**src/rtl/ring_pkg.sv**
```systemverilog
package ring_pkg;
  typedef enum logic [2:0] {
    ST_IDLE,
    ST_REQ1,
    ST_RSP1,
    ST_REQ2,
    ST_RSP2,
    ST_DONE
  } seq_state_e;
endpackage

```
**src/rtl/ring_plan.sv**
```systemverilog
module ring_plan #(
  parameter int AW = 32,
  parameter int CW = 16
) (
  input  logic [AW-1:0] base_i,
  input  logic [AW-1:0] mask_i,
  input  logic [AW-1:0] madr_i,
  input  logic [CW-1:0] qwc_i,
  input  logic [CW-1:0] avail_i,
  output logic          in_ring_o,
  output logic          wrap_o,
  output logic [CW-1:0] len_o,
  output logic [CW-1:0] first_len_o,
  output logic [CW-1:0] second_len_o
);
  localparam int XW = AW + CW + 5;

  logic [XW-1:0] base_x, top_x, end_x, madr_x, reach_x, span_x;
  logic [CW-1:0] capped;

  always_comb begin
    base_x    = XW'(base_i);
    top_x     = base_x + XW'(mask_i);
    end_x     = top_x + XW'(16);
    madr_x    = XW'(madr_i);
    in_ring_o = (madr_x >= base_x) && (madr_x <= top_x);
    capped    = (avail_i < qwc_i) ? avail_i : qwc_i;
    len_o     = in_ring_o ? capped : qwc_i;
    reach_x   = madr_x + (XW'(len_o) << 4);
    wrap_o    = in_ring_o && (reach_x > end_x);
    span_x    = (end_x - madr_x) >> 4;
    first_len_o  = wrap_o ? CW'(span_x) : len_o;
    second_len_o = wrap_o ? (len_o - CW'(span_x)) : '0;
  end
endmodule

```
**src/rtl/ring_seq.sv**
```systemverilog
module ring_seq import ring_pkg::*; #(
  parameter int AW = 32,
  parameter int CW = 16
) (
  input  logic          clk,
  input  logic          rst_n,
  input  logic          start_i,
  input  logic          in_ring_i,
  input  logic          wrap_i,
  input  logic [CW-1:0] len_i,
  input  logic [CW-1:0] first_len_i,
  input  logic [CW-1:0] second_len_i,
  input  logic [AW-1:0] base_i,
  input  logic [AW-1:0] mask_i,
  input  logic [AW-1:0] madr_i,
  input  logic [CW-1:0] avail_i,
  output logic          req_valid_o,
  input  logic          req_ready_i,
  output logic [AW-1:0] req_addr_o,
  output logic [CW-1:0] req_len_o,
  input  logic          rsp_valid_i,
  output logic          rsp_ready_o,
  input  logic [CW-1:0] rsp_cnt_i,
  output logic          busy_o,
  output logic          done_o,
  output logic [AW-1:0] madr_o,
  output logic [CW-1:0] avail_o,
  output logic [CW-1:0] moved_o,
  output logic [CW:0]   cost_o
);
  localparam int XW = AW + CW + 5;

  seq_state_e    st_q, st_d;
  logic          lin_q, wrap_q;
  logic [CW-1:0] first_q, second_q, part_q, avail_q;
  logic [AW-1:0] base_q, mask_q, madr_q;
  logic [AW-1:0] madr_r;
  logic [CW-1:0] avail_r, moved_r;
  logic [CW:0]   cost_r;
  logic          fin;
  logic [CW-1:0] fin_total;

  always_comb begin
    st_d      = st_q;
    fin       = 1'b0;
    fin_total = '0;
    case (st_q)
      ST_IDLE: if (start_i) st_d = (len_i == '0) ? ST_DONE : ST_REQ1;
      ST_REQ1: if (req_ready_i) st_d = ST_RSP1;
      ST_RSP1: if (rsp_valid_i) begin
        if (wrap_q && (rsp_cnt_i == first_q)) st_d = ST_REQ2;
        else begin
          st_d      = ST_DONE;
          fin       = 1'b1;
          fin_total = rsp_cnt_i;
        end
      end
      ST_REQ2: if (req_ready_i) st_d = ST_RSP2;
      ST_RSP2: if (rsp_valid_i) begin
        st_d      = ST_DONE;
        fin       = 1'b1;
        fin_total = part_q + rsp_cnt_i;
      end
      default: st_d = ST_IDLE;
    endcase
  end

  always_ff @(posedge clk) begin
    if (!rst_n) begin
      st_q     <= ST_IDLE;
      lin_q    <= 1'b0;
      wrap_q   <= 1'b0;
      first_q  <= '0;
      second_q <= '0;
      part_q   <= '0;
      avail_q  <= '0;
      base_q   <= '0;
      mask_q   <= '0;
      madr_q   <= '0;
      madr_r   <= '0;
      avail_r  <= '0;
      moved_r  <= '0;
      cost_r   <= '0;
    end else begin
      st_q <= st_d;
      if (st_q == ST_IDLE && start_i) begin
        lin_q    <= !in_ring_i;
        wrap_q   <= wrap_i;
        first_q  <= first_len_i;
        second_q <= second_len_i;
        avail_q  <= avail_i;
        base_q   <= base_i;
        mask_q   <= mask_i;
        madr_q   <= madr_i;
        if (len_i == '0) begin
          madr_r  <= madr_i;
          avail_r <= avail_i;
          moved_r <= '0;
          cost_r  <= '0;
        end
      end
      if (st_q == ST_RSP1 && rsp_valid_i) part_q <= rsp_cnt_i;
      if (fin) begin
        moved_r <= fin_total;
        if (lin_q) begin
          madr_r  <= madr_q;
          avail_r <= avail_q;
          cost_r  <= {fin_total, 1'b0};
        end else begin
          madr_r  <= wrap_q ? madr_q : (base_q + (madr_q & mask_q));
          avail_r <= avail_q - fin_total;
          cost_r  <= '0;
        end
      end
    end
  end

  assign req_valid_o = (st_q == ST_REQ1) || (st_q == ST_REQ2);
  assign req_addr_o  = (st_q == ST_REQ2) ? base_q : madr_q;
  assign req_len_o   = (st_q == ST_REQ2) ? second_q : first_q;
  assign rsp_ready_o = (st_q == ST_RSP1) || (st_q == ST_RSP2);
  assign busy_o      = (st_q != ST_IDLE);
  assign done_o      = (st_q == ST_DONE);
  assign madr_o      = madr_r;
  assign avail_o     = avail_r;
  assign moved_o     = moved_r;
  assign cost_o      = cost_r;

  logic [XW-1:0] ring_end_x, burst_end_x;
  assign ring_end_x  = XW'(base_q) + XW'(mask_q) + XW'(16);
  assign burst_end_x = XW'(req_addr_o) + (XW'(req_len_o) << 4);

  p_req_hold_r7: assert property (@(posedge clk) disable iff (!rst_n)
    req_valid_o && !req_ready_i |=> req_valid_o && $stable(req_addr_o) && $stable(req_len_o))
    else $error("request changed before acceptance");

  p_phase_excl_r7: assert property (@(posedge clk) disable iff (!rst_n)
    !(req_valid_o && rsp_ready_o))
    else $error("request and response phases overlap");

  p_len_nonzero_r1: assert property (@(posedge clk) disable iff (!rst_n)
    req_valid_o |-> req_len_o != '0)
    else $error("zero-length burst requested");

  p_no_cross_r2: assert property (@(posedge clk) disable iff (!rst_n)
    req_valid_o && !lin_q |-> burst_end_x <= ring_end_x)
    else $error("ring burst crosses ring end");

  p_done_pulse_r8: assert property (@(posedge clk) disable iff (!rst_n)
    done_o |=> !done_o)
    else $error("done longer than one cycle");

  p_moved_bound_r3: assert property (@(posedge clk) disable iff (!rst_n)
    done_o |-> (CW+1)'(moved_o) <= (CW+1)'(first_q) + (CW+1)'(second_q))
    else $error("moved exceeds requested");
endmodule

```
**src/rtl/ring_wrap_splitter.sv**
```systemverilog
module ring_wrap_splitter #(
  parameter int AW = 32,
  parameter int CW = 16
) (
  input  logic          clk,
  input  logic          rst_n,
  input  logic          start_i,
  input  logic [AW-1:0] ring_base_i,
  input  logic [AW-1:0] ring_mask_i,
  input  logic [AW-1:0] madr_i,
  input  logic [CW-1:0] qwc_i,
  input  logic [CW-1:0] avail_i,
  output logic          req_valid_o,
  input  logic          req_ready_i,
  output logic [AW-1:0] req_addr_o,
  output logic [CW-1:0] req_len_o,
  input  logic          rsp_valid_i,
  output logic          rsp_ready_o,
  input  logic [CW-1:0] rsp_cnt_i,
  output logic          busy_o,
  output logic          done_o,
  output logic [AW-1:0] madr_o,
  output logic [CW-1:0] avail_o,
  output logic [CW-1:0] moved_o,
  output logic [CW:0]   cost_o
);
  logic          in_ring, wrap;
  logic [CW-1:0] len, first_len, second_len;

  ring_plan #(.AW(AW), .CW(CW)) u_plan (
    .base_i       (ring_base_i),
    .mask_i       (ring_mask_i),
    .madr_i       (madr_i),
    .qwc_i        (qwc_i),
    .avail_i      (avail_i),
    .in_ring_o    (in_ring),
    .wrap_o       (wrap),
    .len_o        (len),
    .first_len_o  (first_len),
    .second_len_o (second_len)
  );

  ring_seq #(.AW(AW), .CW(CW)) u_seq (
    .clk          (clk),
    .rst_n        (rst_n),
    .start_i      (start_i),
    .in_ring_i    (in_ring),
    .wrap_i       (wrap),
    .len_i        (len),
    .first_len_i  (first_len),
    .second_len_i (second_len),
    .base_i       (ring_base_i),
    .mask_i       (ring_mask_i),
    .madr_i       (madr_i),
    .avail_i      (avail_i),
    .req_valid_o  (req_valid_o),
    .req_ready_i  (req_ready_i),
    .req_addr_o   (req_addr_o),
    .req_len_o    (req_len_o),
    .rsp_valid_i  (rsp_valid_i),
    .rsp_ready_o  (rsp_ready_o),
    .rsp_cnt_i    (rsp_cnt_i),
    .busy_o       (busy_o),
    .done_o       (done_o),
    .madr_o       (madr_o),
    .avail_o      (avail_o),
    .moved_o      (moved_o),
    .cost_o       (cost_o)
  );
endmodule

```
**config.mk**
```make
export PLATFORM = sky130hd
export DESIGN_NAME = ring_wrap_splitter
export DESIGN_NICKNAME = d
export VERILOG_FILES = /design/src/rtl/ring_pkg.sv /design/src/rtl/ring_plan.sv /design/src/rtl/ring_seq.sv /design/src/rtl/ring_wrap_splitter.sv
export SDC_FILE = /design/constraint.sdc
export NUM_CORES = 1
export LEC_CHECK = 0
export BUFFER_PORTS_ARGS = -buffer_cell sky130_fd_sc_hd__buf_2
export CAP_MARGIN = 20
export CORE_ASPECT_RATIO = 0.9
export CORE_MARGIN = 1
export CORE_UTILIZATION = 60
export DETAILED_ROUTE_END_ITERATION = 8
export PLACE_DENSITY_LB_ADDON = 0.25
export RECOVER_POWER = 100
export SYNTH_ARGS = -nofsm -noshare
export SYNTH_HDL_FRONTEND = slang
export SYNTH_SLANG_ARGS = --single-unit
```
**constraint.sdc**
```tcl
create_clock -name clk -period 15.1 [get_ports clk]
set_clock_uncertainty 0.15 [all_clocks]
set_input_delay 1.51 -clock clk [delete_from_list [all_inputs] [get_ports clk]]
set_output_delay 1.51 -clock clk [all_outputs]
set_load 0.01 [all_outputs]
```
# Word level (Yosys, flattened, before mapping)
# Cells that the tools add are included.
[op_classes]
n_addsub = 8
magnitude_cmp = 4
eq_ne = 11
mux = 38
bitwise_logic = 1
n_reduce_logical = 15
[ops]
columns = ["op", "n"]
rows = [
  ["16-bit 2-to-1 mux", 15],
  ["32-bit 2-to-1 mux", 6],
  ["17-bit 2-to-1 mux", 4],
  ["33-bit by 53-bit greater-than comparator with 1-bit output", 1],
  ["33-bit by 5-bit adder with 34-bit output (second input constant)", 1],
  ["32-bit by 20-bit adder with 33-bit output", 1],
  ["32-bit by 32-bit adder with 33-bit output", 1],
  ["32-bit by 33-bit less-or-equal comparator with 1-bit output", 1],
  ["32-bit adder", 1],
  ["32-bit AND", 1],
  ["32-bit greater-or-equal comparator", 1],
  ["16-bit case mux with 2 select lines", 1],
  ["16-bit subtractor", 2],
  ["3-bit 2-to-1 mux", 7],
  ["20-bit subtractor", 1],
  ["16-bit adder", 1],
  ["16-bit == test", 1],
  ["16-bit logical NOT", 1],
  ["16-bit < comparator", 1],
  ["3-bit case mux with 5 select lines", 1],
  ["2-bit != test (second input constant)", 5],
  ["3-bit by 2-bit == test with 1-bit output (second input constant)", 2],
  ["3-bit == test (second input constant)", 2],
  ["1-bit logical AND", 5],
  ["10 further kinds", 14],
]
[totals]
ff_bits = 246
in_bits = 149
out_inout_bits = 133
elab_cells = 91

# Logic depth before layout (Yosys ltp)
[depth]
depth_word = 8
depth_mapped = 46
ltp_nobuf = 42

# Modules after synthesis
# Synthesis repeated with hierarchy kept, for this count alone.
[unflattened]
hier_cells = 2805
hier_area_um2 = 21176.6
[by_module_without_submodules]
columns = ["module", "n_inst", "cells_per_inst", "area_each_um2"]
rows = [
  ["ring_seq", 1, 1694, 13421.6],
  ["ring_plan", 1, 1111, 7754.9],
]

# Worst setup path after synthesis
# OpenSTA, ideal clock, no wires.
[synth_timing]
path_kind = "input-to-reg"
from = "in ring_base_i[5]"
to = "reg u_seq.second_q[10]"
setup_ps = 70
t_arrival_ps = 10714
required_time_ps = 14880
path_slack_ps = 4165
stages = 41
n_path_buf = 2
path_cell_list = "ha_1 -> a21o_1 -> or3_1 -> o22a_2 -> a21oi_4 -> o21a_1 -> nor3_1 -> o21ai_0 -> nand2_1 -> ha_1 -> nand3_1 -> nor2_1 -> nand3_1 -> or4_1 -> nand2_1 -> a2111oi_0 -> nor3_1 -> clkbuf_1 -> [5 not listed] -> o21ai_0 -> a21boi_0 -> o21a_1 -> o21ai_0 -> a21boi_0 -> o31a_1 -> o2111ai_1 -> and2_1 -> xnor2_1 -> ha_1 -> nand4_1 -> or2_2 -> nor4_1 -> o21ai_0 -> a211oi_1 -> clkbuf_1 -> nand4_1 -> a21oi_1"
[synth_via]
elab_chain_len = 8
word_cells_on_any_way = 12
cone_classes = "5 x add/sub; 3 x order compare; 2 x mux; 2 x reduce/logical"
[synth_rtl]
columns = ["item", "line", "source"]
rows = [
  ["from (decl)", "ring_wrap_splitter.sv:8", "input logic [AW-1:0] ring_base_i,"],
  ["32-bit by 32-bit adder with 33-bit output", "ring_plan.sv:23", "top_x = base_x + XW'(mask_i);"],
  ["32-bit by 33-bit less-or-equal comparator with 1-bit output", "ring_plan.sv:26", "in_ring_o = (madr_x >= base_x) && (madr_x <= top_x);"],
  ["1-bit logical AND", "ring_plan.sv:26", ""],
  ["16-bit 2-to-1 mux", "ring_plan.sv:28", "len_o = in_ring_o ? capped : qwc_i;"],
  ["32-bit by 20-bit adder with 33-bit output", "ring_plan.sv:29", "reach_x = madr_x + (XW'(len_o) << 4);"],
  ["33-bit by 53-bit greater-than comparator with 1-bit output", "ring_plan.sv:30", "wrap_o = in_ring_o && (reach_x > end_x);"],
  ["1-bit logical AND", "ring_plan.sv:30", ""],
  ["16-bit 2-to-1 mux *", "ring_plan.sv:33", "second_len_o = wrap_o ? (len_o - CW'(span_x)) : '0;"],
  ["to (signal assigned)", "ring_seq.sv:90", "second_q <= second_len_i;"],
  ["to (decl)", "ring_seq.sv:35", "logic [CW-1:0] first_q, second_q, part_q, avail_q;"],
]
# Mark *: on every way between the ends. The rest lies on a longest branch, timed or not.
# A chain may end at the register's enable or synchronous reset.

# Worst setup path in the final report
[layout_timing]
from = "in ring_base_i[0]"
to = "reg u_seq.second_q[11]"
# The elaborated chain is that of the path after synthesis.

==> results.md <==
- Fmax: approximately 76 MHz
- Clock Power Share: roughly 28%
- Layer with the highest usage: met2
- Clock Tree Buf Depth: 3
- Root buffer cell: clkbuf_16
- Detailed placement HPWL: about 59000 microns
- Hold buffers post-CTS: 0
- First-pass GRT wire length: about 120000 microns
- FF-to-FF path depth: 7
- Grt total ovfl: 0
- Path type of the worst min-delay path: reg -> reg
- Boundary pin count: roughly 280
- Top post-synthesis cells by count: 422 x nand2_1, 268 x a21oi_1, 254 x ha_1, 245 x dfxtp_1, 162 x inv_1
- DP Worst Slack: roughly 2300 ps
- Initial Util: 60.79%
- GR Layer Usage met2: between 60% and 70%
- Synth top area cells: dfxtp_1 23%, ha_1 15%, nand2_1 7.4%, a21oi_1 6.3%, xnor2_1 4.2%
- FF-to-FF setup slack: roughly 7000 ps
- Layout area overhead: 11.25%
- Internal power: ~0.0016 W
- Syn_nets: between 3000 and 4000
- Combinational share of power: 44.7%
- Clock transition at path regs: 60 ps
- H-tree Lvls: 1
- Vias in the first global route: between 20000 and 25000
- Relative slew slack: -205.7%
- Post-synth top area share: a little under a quarter
- Post-Syn Instances: approximately 2800
- Drt first pass iters: 6
- Post-route setup TNS: 0 ps
- Hold EP: u_seq.mask_q[0]$_SDFFE_PN0P_
- Num CTS Buffers: 29
- TritonCTS Sinks: 245
- Worst Min Path Start: u_seq.mask_q[0]$_SDFFE_PN0P_
- Post-route cell area: between 20000 and 25000 sq um
- Final GP Congestion: 0.9950
- Top cell by count, worst path: o21ai_0
- Layout cells sized above 1: about 10%
- Tcrit/Tclk final: around 87%
- Cell taking the most area after synthesis: dfxtp_1
- Critical path required time: 15410 ps
- Most frequent cell after synthesis: nand2_1
- PD cells: between 100 and 150 nW/um^2
- Pins Over Slew Limit: 544
- Core ar.: 35050 sq um
- Die H: about 180 microns
- Nets: between 3000 and 4000
- Initial antenna violation count: 1
- Flop pwr share: approximately 28%
- Routed vias/inst: ~6.5
- Skew-Pair Late Insertion Delay: approximately 580 ps
- Hold Path Stages: 2
- Sequential element share of the synthesized area: a little under a quarter
- Met3 GRT Util: approximately 7.4%
- Post-synth EDFFs: 0
- CP Capture Type: flop
- Setup Fix Bufs, Post-CTS: 0
- Via count: approximately 22000
- Cell leakage power: around 11 nW
- Crit path DAT: approximately 14000 ps
- Setup ws final: between 1500 and 2000 ps
- Crit-path max cell delay: 1010 ps
- Cell area after synthesis: roughly 21000 sq um
- Switching share of power: 40.10%
- Asr flop ratio synth: 0%
- Failing checks: max-capacitance violations, max-slew violations
- Met1 GRT Util: between 50% and 60%
- Worst reg2reg endpoint: u_seq.madr_o[13]$_SDFFE_PN0P_
- Largest net degree at the start of global routing: approximately 100
- Final setup violation count: 0
- VDD IR-drop max: about 0.12 mV
- WL final: 77300 microns
- Post-CTS resize count: 0
- Row cnt: 65
- Die width: around 200 microns
- 1st-iter DRT viols: 2144
- CTS tree: done
- Placed inst area: 22920 sq um
- Crit-path max FO: 31
- Port Buffers: 280
- All-Layer GR Usage: ~41%
- Flops & latches, synth: 245
- Placed Cells: ~3400
- Final ANT Viol Nets: 0
- Ys flop type: dfxtp_1
- Worst reg2reg startpoint: u_seq.st_q[2]$_SDFFE_PN0P_
- Critical path class: in -> reg
- Fin crit period: roughly 13000 ps
- Synth cell types: 94
- Slew @ Worst Pin: 4585 ps
- Synth Warn #: 0
- Startpoint types: primary input
- RSZ-0062 raised after global routing: no
- Final Hold Viols: 0
- Net switching power: 0.001094 W
- Slowest-stage cell, CP: clkbuf_1
- Max-cap violations: 9
- Final non-filler cell total: ~3400
- Outcome: complete, but fails checks
- Residual DRC: 0
- Total die area: 36270 sq um
- Syn avg cell area: just under 8 sq um
- Avg WL per Cell: 22.51 microns
critical path, delay by kind of cell:
| kind | cells | cell delay [ps] |
|---|---|---|
| buf+inv | 5 | 1980 |
| simple gates | 11 | 2580 |
| fa+ha+maj | 5 | 1730 |
| xor+xnor | 2 | 280 |
| compound gates | 19 | 5420 |
stage by stage:
| step | util [%] | hold slack [ps] | power [W] |
|---|---|---|---|
| floorplan | - | 279.5 | 0.001598 |
| global placement | 65.40 | 288.2 | 0.001923 |
| detailed placement | 65.40 | 291.8 | 0.001948 |
| CTS | 68.31 | 300.1 | 0.002703 |
| global route | 67.62 | 323.4 | 0.002869 |
| finish | 67.63 | 304.2 | 0.002727 |
area by class of cell:
class / count / area (sq um)
Timing Repair Buffer: 300 / 1355
Fill cell: 3096 / 11350
Clock buffer: 38 / 819.5
Sequential cell: 245 / 4905
Clock inverter: 13 / 200.2
Antenna cell: 1 / 2.502
Inverter: 162 / 609.3
Tap cell: 469 / 586.8
Multi-Input combinational cell: 2206 / 15230
layer usage:
metal / up-vias / share of wire, %
met2: 1188 / 44
met1: 10443 / 41
met5: - / 0
met3: 250 / 9.4
li1: 10335 / -
met4: 0 / 5.5
cell usage in the layout, fill, tap and decap left out, types with 11 or more instances in the layout:
cell type  netlist  layout
or3_1           15      15
clkbuf_16        0      29
o31ai_1         12      12
nor2_1         119     118
or4_1           15      15
nand2b_1        24      24
nor2b_1         16      16
o211ai_1        20      29
mux2_2          55      45
clkbuf_1       117     138
nand2_1        422     420
a22o_1          43      43
a221oi_1        11      11
xor2_1          51      51
a211oi_1        39      39
inv_1          162     161
and3_1          26      26
nor4_1          20      20
nor3_1          45      44
or2_2           13      13
a21o_1          87      87
o21a_1          34      34
xnor2_1        103     103
o21ai_0         98      98
and2_1          43      43
dfxtp_1        245     245
mux2i_1         17      16
a21oi_1        268     268
o211a_1         11      11
a31oi_1         15      15
buf_2            8     156
a311oi_1        38      38
ha_1           254     254
nand3_1         96      96
nand4_1         45      45
power groups by stage:
stage / Combinational, W / Clock [W] / Sequential [W]
detailed placement: 0.00119 / 0 / 0.000759
global placement: 0.00117 / 0 / 0.000757
global route: 0.00133 / 0.000785 / 0.000754
CTS: 0.00120 / 0.000760 / 0.000746
floorplan: 0.000850 / 0 / 0.000748
finish: 0.00122 / 0.000758 / 0.000749
worst max-delay path by stage:
stage,from,end,cells after the start
2_1_floorplan,ring_base_i[5],u_seq.second_q[10]$_SDFFE_PN0P_,41
3_3_place_gp,ring_base_i[5],u_seq.second_q[15]$_SDFFE_PN0P_,38
3_5_place_dp,ring_base_i[5],u_seq.second_q[15]$_SDFFE_PN0P_,38
4_1_cts,ring_base_i[5],u_seq.second_q[15]$_SDFFE_PN0P_,38
5_1_grt,ring_base_i[15],u_seq.second_q[11]$_SDFFE_PN0P_,40
6_report,ring_base_i[0],u_seq.second_q[11]$_SDFFE_PN0P_,42
cell families after synthesis:
kind of cell | Yosys count | share of synthesized area [%]
other | 1 | 0.01760
AO/OA/AOI/OAI | 783 | 24.97
buffers and inverters | 300 | 5.472
XOR/XNOR | 154 | 6.330
flip-flops | 245 | 23.02
adder cells (fa/ha/maj) | 260 | 15.48
multiplexers | 72 | 3.705
AND/OR/NAND/NOR | 936 | 21.01
flip-flops by register name, summed over array words and instances (netlist names):
name / count
u_seq.first_q: 16
u_seq.avail_q: 16
u_seq.madr_q: 32
u_seq.second_q: 16
u_seq.mask_q: 32
u_seq.part_q: 16
u_seq.base_q: 32
u_seq.moved_o: 16
u_seq.st_q: 3
u_seq.lin_q: 1
u_seq.cost_o: 16
u_seq.madr_o: 32
u_seq.wrap_q: 1
u_seq.avail_o: 16
No activity file was read; power rests on OpenSTA's default activity.
